**src/rtl/psd_pkg.sv**
```systemverilog
package psd_pkg;
  localparam int FRAC_BITS = 16;

  typedef enum logic [1:0] {
    PT_GAMMA   = 2'b00,
    PT_NEUTRON = 2'b01,
    PT_LED     = 2'b10,
    PT_RSVD    = 2'b11
  } ptype_e;
endpackage

```
**src/rtl/psd_pulse_tracker.sv**
```systemverilog
module psd_pulse_tracker #(
  parameter int SAMPLE_W = 16,
  parameter int CI_W     = 32,
  parameter int TS_W     = 64
) (
  input  logic                clk,
  input  logic                rst_n,
  input  logic                in_valid,
  input  logic                in_start,
  input  logic                in_end,
  input  logic                in_pileup,
  input  logic [SAMPLE_W-1:0] in_sample,
  input  logic [TS_W-1:0]     in_ts,
  output logic                ev_done,
  output logic                ev_active,
  output logic [SAMPLE_W-1:0] ev_peak,
  output logic [CI_W-1:0]     ev_ci,
  output logic                ev_pu,
  output logic [TS_W-1:0]     ev_ts
);
  localparam int PAD_W = CI_W + 1 - SAMPLE_W;

  // saturating accumulate of one sample into the charge sum
  function automatic logic [CI_W-1:0] sat_add(input logic [CI_W-1:0] acc,
                                              input logic [SAMPLE_W-1:0] smp);
    logic [CI_W:0] wide;
    wide = {1'b0, acc} + {{PAD_W{1'b0}}, smp};
    return wide[CI_W] ? {CI_W{1'b1}} : wide[CI_W-1:0];
  endfunction

  logic                active_q;
  logic [SAMPLE_W-1:0] peak_q;
  logic [CI_W-1:0]     ci_q;
  logic                pu_q;
  logic [TS_W-1:0]     ts_q;

  logic                accept;
  logic [SAMPLE_W-1:0] base_peak, nxt_peak;
  logic [CI_W-1:0]     base_ci, nxt_ci;
  logic                nxt_pu;
  logic [TS_W-1:0]     nxt_ts;

  always_comb begin
    accept    = in_valid && (in_start || active_q);
    base_peak = in_start ? '0 : peak_q;
    base_ci   = in_start ? '0 : ci_q;
    nxt_peak  = (in_sample > base_peak) ? in_sample : base_peak;
    nxt_ci    = sat_add(base_ci, in_sample);
    nxt_pu    = (in_start ? 1'b0 : pu_q) | in_pileup;
    nxt_ts    = in_start ? in_ts : ts_q;
  end

  always_ff @(posedge clk) begin
    if (!rst_n) begin
      active_q <= 1'b0;
      peak_q   <= '0;
      ci_q     <= '0;
      pu_q     <= 1'b0;
      ts_q     <= '0;
    end else if (accept) begin
      active_q <= !in_end;
      peak_q   <= nxt_peak;
      ci_q     <= nxt_ci;
      pu_q     <= nxt_pu;
      ts_q     <= nxt_ts;
    end
  end

  assign ev_done   = accept && in_end;
  assign ev_active = active_q;
  assign ev_peak   = nxt_peak;
  assign ev_ci     = nxt_ci;
  assign ev_pu     = nxt_pu;
  assign ev_ts     = nxt_ts;
endmodule

```
**src/rtl/psd_slope_judge.sv**
```systemverilog
module psd_slope_judge
  import psd_pkg::*;
#(
  parameter int SAMPLE_W = 16,
  parameter int CI_W     = 32,
  parameter int SLOPE_W  = 32
) (
  input  logic [SAMPLE_W-1:0] peak,
  input  logic [CI_W-1:0]     ci,
  input  logic [SLOPE_W-1:0]  slope,
  input  logic                swap,
  output logic                above,
  output ptype_e              ptype
);
  localparam int PROD_W = CI_W + SLOPE_W;

  // peak/ci > slope/2^FRAC  <=>  peak*2^FRAC > slope*ci
  function automatic logic rel_above(input logic [SAMPLE_W-1:0] pk,
                                     input logic [CI_W-1:0] ch,
                                     input logic [SLOPE_W-1:0] sl);
    logic [PROD_W-1:0] lhs, rhs;
    lhs = PROD_W'(pk) << FRAC_BITS;
    rhs = PROD_W'(ch) * PROD_W'(sl);
    return lhs > rhs;
  endfunction

  always_comb begin
    above = rel_above(peak, ci, slope);
    ptype = (above ^ swap) ? PT_NEUTRON : PT_GAMMA;
  end
endmodule

```
**src/rtl/psd_result_packer.sv**
```systemverilog
module psd_result_packer
  import psd_pkg::*;
#(
  parameter int SAMPLE_W = 16,
  parameter int CI_W     = 32,
  parameter int TS_W     = 64,
  parameter int WORD_W   = 64
) (
  input  logic                clk,
  input  logic                rst_n,
  input  logic                ev_done,
  input  logic [SAMPLE_W-1:0] ev_peak,
  input  logic [CI_W-1:0]     ev_ci,
  input  ptype_e              ev_type,
  input  logic                ev_pu,
  input  logic [TS_W-1:0]     ev_ts,
  output logic                out_valid,
  output logic                out_second,
  output logic [WORD_W-1:0]   out_data
);
  localparam int PEAK_LSB = 0;
  localparam int CI_LSB   = SAMPLE_W;
  localparam int TYPE_LSB = SAMPLE_W + CI_W;
  localparam int PU_BIT   = WORD_W - 1;

  function automatic logic [WORD_W-1:0] pack_meta(input logic [SAMPLE_W-1:0] pk,
                                                  input logic [CI_W-1:0] ch,
                                                  input ptype_e t,
                                                  input logic pu);
    logic [WORD_W-1:0] w;
    w = '0;
    w[PEAK_LSB +: SAMPLE_W] = pk;
    w[CI_LSB +: CI_W]       = ch;
    w[TYPE_LSB +: 2]        = t;
    w[PU_BIT]               = pu;
    return w;
  endfunction

  logic [WORD_W-1:0] meta_q;

  always_ff @(posedge clk) begin
    if (!rst_n) begin
      out_valid  <= 1'b0;
      out_second <= 1'b0;
      out_data   <= '0;
      meta_q     <= '0;
    end else if (ev_done) begin
      out_valid  <= 1'b1;
      out_second <= 1'b0;
      out_data   <= WORD_W'(ev_ts);
      meta_q     <= pack_meta(ev_peak, ev_ci, ev_type, ev_pu);
    end else if (out_valid && !out_second) begin
      out_second <= 1'b1;
      out_data   <= meta_q;
    end else begin
      out_valid  <= 1'b0;
      out_second <= 1'b0;
    end
  end
endmodule

```
**src/rtl/psd_classifier.sv**
```systemverilog
module psd_classifier
  import psd_pkg::*;
#(
  parameter int SAMPLE_W = 16,
  parameter int CI_W     = 32,
  parameter int SLOPE_W  = 32,
  parameter int TS_W     = 64,
  parameter int WORD_W   = 64
) (
  input  logic                clk,
  input  logic                rst_n,
  input  logic [SLOPE_W-1:0]  cfg_slope,
  input  logic                cfg_swap,
  input  logic                in_valid,
  input  logic                in_start,
  input  logic                in_end,
  input  logic                in_pileup,
  input  logic [SAMPLE_W-1:0] in_sample,
  input  logic [TS_W-1:0]     in_ts,
  output logic                out_valid,
  output logic                out_second,
  output logic [WORD_W-1:0]   out_data
);
  // internal events, visible to the checker
  logic                ev_done;
  logic                ev_active;
  logic [SAMPLE_W-1:0] ev_peak;
  logic [CI_W-1:0]     ev_ci;
  logic                ev_pu;
  logic [TS_W-1:0]     ev_ts;
  logic                ev_above;
  ptype_e              ev_type;

  psd_pulse_tracker #(.SAMPLE_W(SAMPLE_W), .CI_W(CI_W), .TS_W(TS_W)) u_track (
    .clk(clk), .rst_n(rst_n),
    .in_valid(in_valid), .in_start(in_start), .in_end(in_end),
    .in_pileup(in_pileup), .in_sample(in_sample), .in_ts(in_ts),
    .ev_done(ev_done), .ev_active(ev_active), .ev_peak(ev_peak),
    .ev_ci(ev_ci), .ev_pu(ev_pu), .ev_ts(ev_ts)
  );

  psd_slope_judge #(.SAMPLE_W(SAMPLE_W), .CI_W(CI_W), .SLOPE_W(SLOPE_W)) u_judge (
    .peak(ev_peak), .ci(ev_ci), .slope(cfg_slope), .swap(cfg_swap),
    .above(ev_above), .ptype(ev_type)
  );

  psd_result_packer #(.SAMPLE_W(SAMPLE_W), .CI_W(CI_W), .TS_W(TS_W),
                      .WORD_W(WORD_W)) u_pack (
    .clk(clk), .rst_n(rst_n),
    .ev_done(ev_done), .ev_peak(ev_peak), .ev_ci(ev_ci), .ev_type(ev_type),
    .ev_pu(ev_pu), .ev_ts(ev_ts),
    .out_valid(out_valid), .out_second(out_second), .out_data(out_data)
  );
endmodule

```
**config.mk**
```make
export PLATFORM = sky130hd
export DESIGN_NAME = psd_classifier
export DESIGN_NICKNAME = d
export VERILOG_FILES = /design/src/rtl/psd_pkg.sv /design/src/rtl/psd_pulse_tracker.sv /design/src/rtl/psd_slope_judge.sv /design/src/rtl/psd_result_packer.sv /design/src/rtl/psd_classifier.sv
export SDC_FILE = /design/constraint.sdc
export NUM_CORES = 2
export LEC_CHECK = 0
export ABC_AREA = 1
export BUFFER_PORTS_ARGS = -buffer_cell sky130_fd_sc_hd__buf_2
export CAP_MARGIN = 20
export CORE_UTILIZATION = 40
export CTS_CLUSTER_SIZE = 25
export DETAILED_ROUTE_END_ITERATION = 6
export HOLD_SLACK_MARGIN = 0.03
export PLACE_DENSITY_LB_ADDON = 0.1
export SETUP_SLACK_MARGIN = 0.15
export SYNTH_ARGS = -nofsm -noshare
export SYNTH_HDL_FRONTEND = slang
export SYNTH_SLANG_ARGS = --single-unit
```
**constraint.sdc**
```tcl
create_clock -name clk -period 24.9 [get_ports clk]
set_input_delay 2.49 -clock clk [delete_from_list [all_inputs] [get_ports clk]]
set_output_delay 2.49 -clock clk [all_outputs]
set_load 0.1 [all_outputs]
```
# Word level (Yosys, flattened, before mapping)
# Index checks and enable logic that the tools add are counted.
[word_totals] ff_bits=231 input_bits=119 output_inout_bits=66 word_cells=37
[classes] addsub=1 n_mul=1 n_lt_le_gt_ge=2 eq_ne=1 n_mux=12 n_bitwise=3 reduce_logical=8
[op_table] cell="$mux W64" n=3
[op_table] cell="$gt A32 B64 Y1" n=1
[op_table] cell="$mul A32 B32 Y64" n=1
[op_table] cell="$mux W32" n=2
[op_table] cell="$add A32 B16 Y33" n=1
[op_table] cell="$mux W16" n=2
[op_table] cell="$gt A16 B16 Y1" n=1
[op_table] cell="$mux W1" n=5
[op_table] cell="$logic_and A1 B1 Y1" n=3
[op_table] cell="$logic_not A1 Y1" n=2
[op_table] cell="$ne A2 B2 Y1 const B" n=1
[op_table] cell="$reduce_bool A2 Y1" n=1
[op_table] cell="$reduce_or A2 Y1" n=1
[op_table] cell="$logic_or A1 B1 Y1" n=1
[op_table] cell="$not A1 Y1" n=1
[op_table] cell="$or A1 B1 Y1" n=1
[op_table] cell="$xor A1 B1 Y1" n=1

# Longest topological paths before layout
[logic_depth] ltp_word=7 mapped_depth=64 depth_no_buf=59

# Hierarchy
# A second synthesis with hierarchy kept.
[hier_totals] cells_unflattened=7013 hier_area_um2=49072.1
[modules_own_cells] module="psd_slope_judge" n_inst=1 cells_each=5010 area_each_um2=36457.5 seq_area_each_um2=0.0
[modules_own_cells] module="psd_pulse_tracker" n_inst=1 cells_each=1280 area_each_um2=7666.1 seq_area_each_um2=2282.2
[modules_own_cells] module="psd_result_packer" n_inst=1 cells_each=723 area_each_um2=4948.5 seq_area_each_um2=2342.2

# Worst setup path after synthesis
# No wires, ideal clock.
[synth_path] path_kind="input to register" startpoint="input in_start" endpoint="register u_pack.meta_q[48]" setup_ns=0.132 arrival_time_ns=12.422 required_ns=24.768 path_slack_ns=12.346 stages=56 path_buffers=7 path_cell_list="buf_2 > clkbuf_1 > buf_2 > clkbuf_1 > clkbuf_1 > nor2_1 > ha_1 > fa_1 > nand3_1 > nand2_1 > nand4_1 > nand2_1 > nand2_1 > nand2_1 > nand2_2 > buf_2 > o21ai_0 > nor2_1 > [20 not listed] > nand2_1 > xnor2_1 > ha_1 > nand2_1 > inv_1 > nand3_1 > nor3_1 > o21ai_0 > nand2_1 > nand3_1 > inv_1 > nand2_1 > nor2_1 > nand2_1 > nor2_1 > nand3_1 > nand3_1 > a21oi_1"
[synth_via] elab_chain_len=7 elab_cells_between_ends=13 cone_classes="1 x add/sub; 1 x mul; 2 x order compare; 5 x mux; 1 x bitwise; 3 x reduce/logical"
[synth_rtl] item="start, declared" line="psd_classifier.sv:15" source="input logic in_start,"
[synth_rtl] item="$mux W32" line="psd_pulse_tracker.sv:46" source="base_ci = in_start ? '0 : ci_q;"
[synth_rtl] item="$add A32 B16 Y33" line="psd_pulse_tracker.sv:27" source="wide = {1'b0, acc} + {{PAD_W{1'b0}}, smp};"
[synth_rtl] item="$mux W32" line="psd_pulse_tracker.sv:28" source="return wide[CI_W] ? {CI_W{1'b1}} : wide[CI_W-1:0];"
[synth_rtl] item="$mul A32 B32 Y64" line="psd_slope_judge.sv:23" source="rhs = PROD_W'(ch) * PROD_W'(sl);"
[synth_rtl] item="$gt A32 B64 Y1" line="psd_slope_judge.sv:24" source="return lhs > rhs;"
[synth_rtl] item="$xor A1 B1 Y1" line="psd_slope_judge.sv:29" source="ptype = (above ^ swap) ? PT_NEUTRON : PT_GAMMA;"
[synth_rtl] item="$mux W1" line="psd_slope_judge.sv:29"
[synth_rtl] item="end signal, assigned" line="psd_result_packer.sv:51" source="meta_q <= pack_meta(ev_peak, ev_ci, ev_type, ev_pu);"
[synth_rtl] item="end, declared" line="psd_result_packer.sv:39" source="logic [WORD_W-1:0] meta_q;"
# Several ways; a longest one is shown, not always the timed one.
# A chain may end at the register's enable or synchronous reset.

# Final worst setup path
# Ends and elaborated chain as after synthesis.

==> flow_summary.ini <==
[placed_design]
pre_cts_ws_ps = 10230
post-dp-hpwl_mm = 136.2
globalplace.congestion = 0.9880
io_buffers = 184

[route]
vias = 39519
drcViolationCount = 76
drtIter0Drc = 2977
wl_per_cell_microns = 21.86
routed_wl_mm = 170.8
final_antenna_net_count = 0
drtPass1Iterations = 7
viasPerCell = 5.056

[floorplan]
die-area_sq_um = 117100
initial_utilization = 0.4043
die_w_microns = 342.2
fp.dieH_microns = 342.2
num_io_pins = 185
core-area_sq_um = 114500
rows = 124

[global_routing]
gr-total-overflow = 0
grt_pass1_vias = 40976
grt_start_max_net_pins = 79
grt_pass1_wl_mm = 261.5
track_usage = 0.2987
antenna_found_initial = 9

[cts]
cts_hold_buffers = 0
htree_levels = 1
cts.repair.resized = 0
cts_sinks = 230
cts_buffers = 27
clock_latency_ps = 570
cts_setup_buffers = 0
cts_root_buffer = clkbuf_16
tritoncts = built
clkTransAtPathRegs_ps = 90
clockBufferDepth = 3

[sta]
maxSlewHeadroom = 0.1985
fin_tns_setup_ps = 0
fin_ws_ps = 10790
hold_viol_final = 0
rsz0062_at_grt = false
fin_worst_skew_ps = 35.40
post-route-period-util = 0.5668
final_max_slew_viol_count = 0
min_period_ps = 14110
setup_violations = 0
fmax_mhz = 70.86
worstMarginPinSlew_ps = 1195

[status]
outcome = finished with violations
violations = design-rule violations

[yosys]
synthCells = 6281
avgSynthCellArea_sq_um = 7.370
synth_top_area_frac = 0.3879
ys_top_cells_by_count = 1567 x nand2_1, 1541 x inv_1, 897 x fa_1, 703 x nor2_1, 311 x ha_1
synth_area_leaders = fa_1 39%, nand2_1 13%, inv_1 12%
ys_warn_count = 0
syn_area_sq_um = 46290
synth-edff-count = 0
ys_types = 50
ys_ff_latch = 230
yosysTopAreaCell = fa_1
synth_nets = 7608
synth.most_common_cell = nand2_1
synth_ff_type = dfxtp_1
ys_seq_area_frac = 0.09947
synthArstFlopShare = 0

[final_layout]
post-route-util = 0.4314
synthToLayoutAreaGrowth_pct = 6.717
register_area_sq_um = 4604
multiInputGateArea_sq_um = 34680
fin_nets = 7611
fillCellCount = 12045
drive_gt1_frac = 0.05554

[job]
drv_cap = 0

[critical_path]
endpoint_kind = register
crit_path_start_kind = input pin
worstPathRequired_ps = 25410
cp_top_family = adder cells
crit_path_max_fanout = 69
crit_top_cell = nand2_1
startpoint = in_start
max_stage_delay_ps = 840
path_class = input pin to register
r2r-start = u_track.ci_q[0]$_SDFFE_PN0P_
crit_arrival_ps = 14620
worst_path_max_delay_cell = inv_1
cp_num_buf_inv = 11

[hold_path]
hold_path_class = register to register
hp-start = u_track.ts_q[50]$_SDFFE_PN0P_
## cells in the final DEF (no fill, tap or decap), types with 36 or more instances in the layout
cell type     n
a21oi_1     216
a31oi_1      36
buf_2       182
buf_4        71
dfxtp_1     230
fa_1        897
ha_1        311
inv_1      1539
nand2_1    1565
nand3_1      80
nor2_1      690
o21ai_0     176
## worst register-to-register path, delay by kind of cell, from the launching register on
family	cells	cell delay, ps
AO/OA/AOI/OAI	5	760
XOR/XNOR	1	150
adder cells (fa/ha/maj)	12	5270
buffers and inverters	10	1920
flip-flops	1	310
AND/OR/NAND/NOR	24	2840
## cell type report
class | instances | area share
multi-input cells | 4202 | 0.7021
clock buffers | 40 | 0.01548
clock inverters | 7 | 0.002153
repair buffers | 253 | 0.02923
flip-flops and latches | 230 | 0.09321
diodes | 3 | 0.0001520
well taps | 1512 | 0.03830
inverters | 1570 | 0.1194
## sequential cells by signal, summed over array words and instances (netlist names)
name,flops
u_pack.out_data,64
u_track.ts_q,64
u_pack.meta_q,50
u_track.ci_q,32
u_track.peak_q,16
u_pack.out_second,1
u_pack.out_valid,1
u_track.ev_active,1
u_track.pu_q,1
## per-stage QoR
step	hold slack (ps)	instances	instance area [sq um]
2_1_floorplan	424.4	6281	46290
3_3_place_gp	435.3	7767	48520
3_5_place_dp	441.8	7767	48520
4_1_cts	450.2	7814	49390
5_1_grt	468.6	7815	49390
6_report	447.9	7817	49400
## worst paths after layout
kind,to,slack [ps],cells after the start
worst min-delay path,u_track.ts_q[50]$_SDFFE_PN0P_,450,2
worst min register to register,u_track.ts_q[50]$_SDFFE_PN0P_,450,2
worst max register to register,u_pack.meta_q[48]$_SDFFE_PN0P_,13590,52
worst max-delay path,u_pack.meta_q[48]$_SDFFE_PN0P_,10790,52
## cell families (layout without fill, tap and decap cells)
family | count (synthesis) | in the layout | share of synthesized area
simple gates | 2431 | 2431 | 0.2051
buf+inv | 1849 | 1870 | 0.1526
fa+ha+maj | 1208 | 1208 | 0.4720
compound gates | 515 | 515 | 0.06131
flops | 230 | 230 | 0.09947
xor+xnor | 33 | 33 | 0.006244
mux | 15 | 15 | 0.003244
other cells | 0 | 3 | 0
## routing by layer
metal  wire (microns)  vias up  GRT usage
li1                 -    18252          -
met4             5763        8    0.08929
met5               52        -          0
met2            80770     1332     0.4966
met1            71850    19667     0.3949
met3            12410      260    0.05409
Power is not shown: default switching activity piles up to over one toggle a cycle in this logic, so the estimate is an artifact.
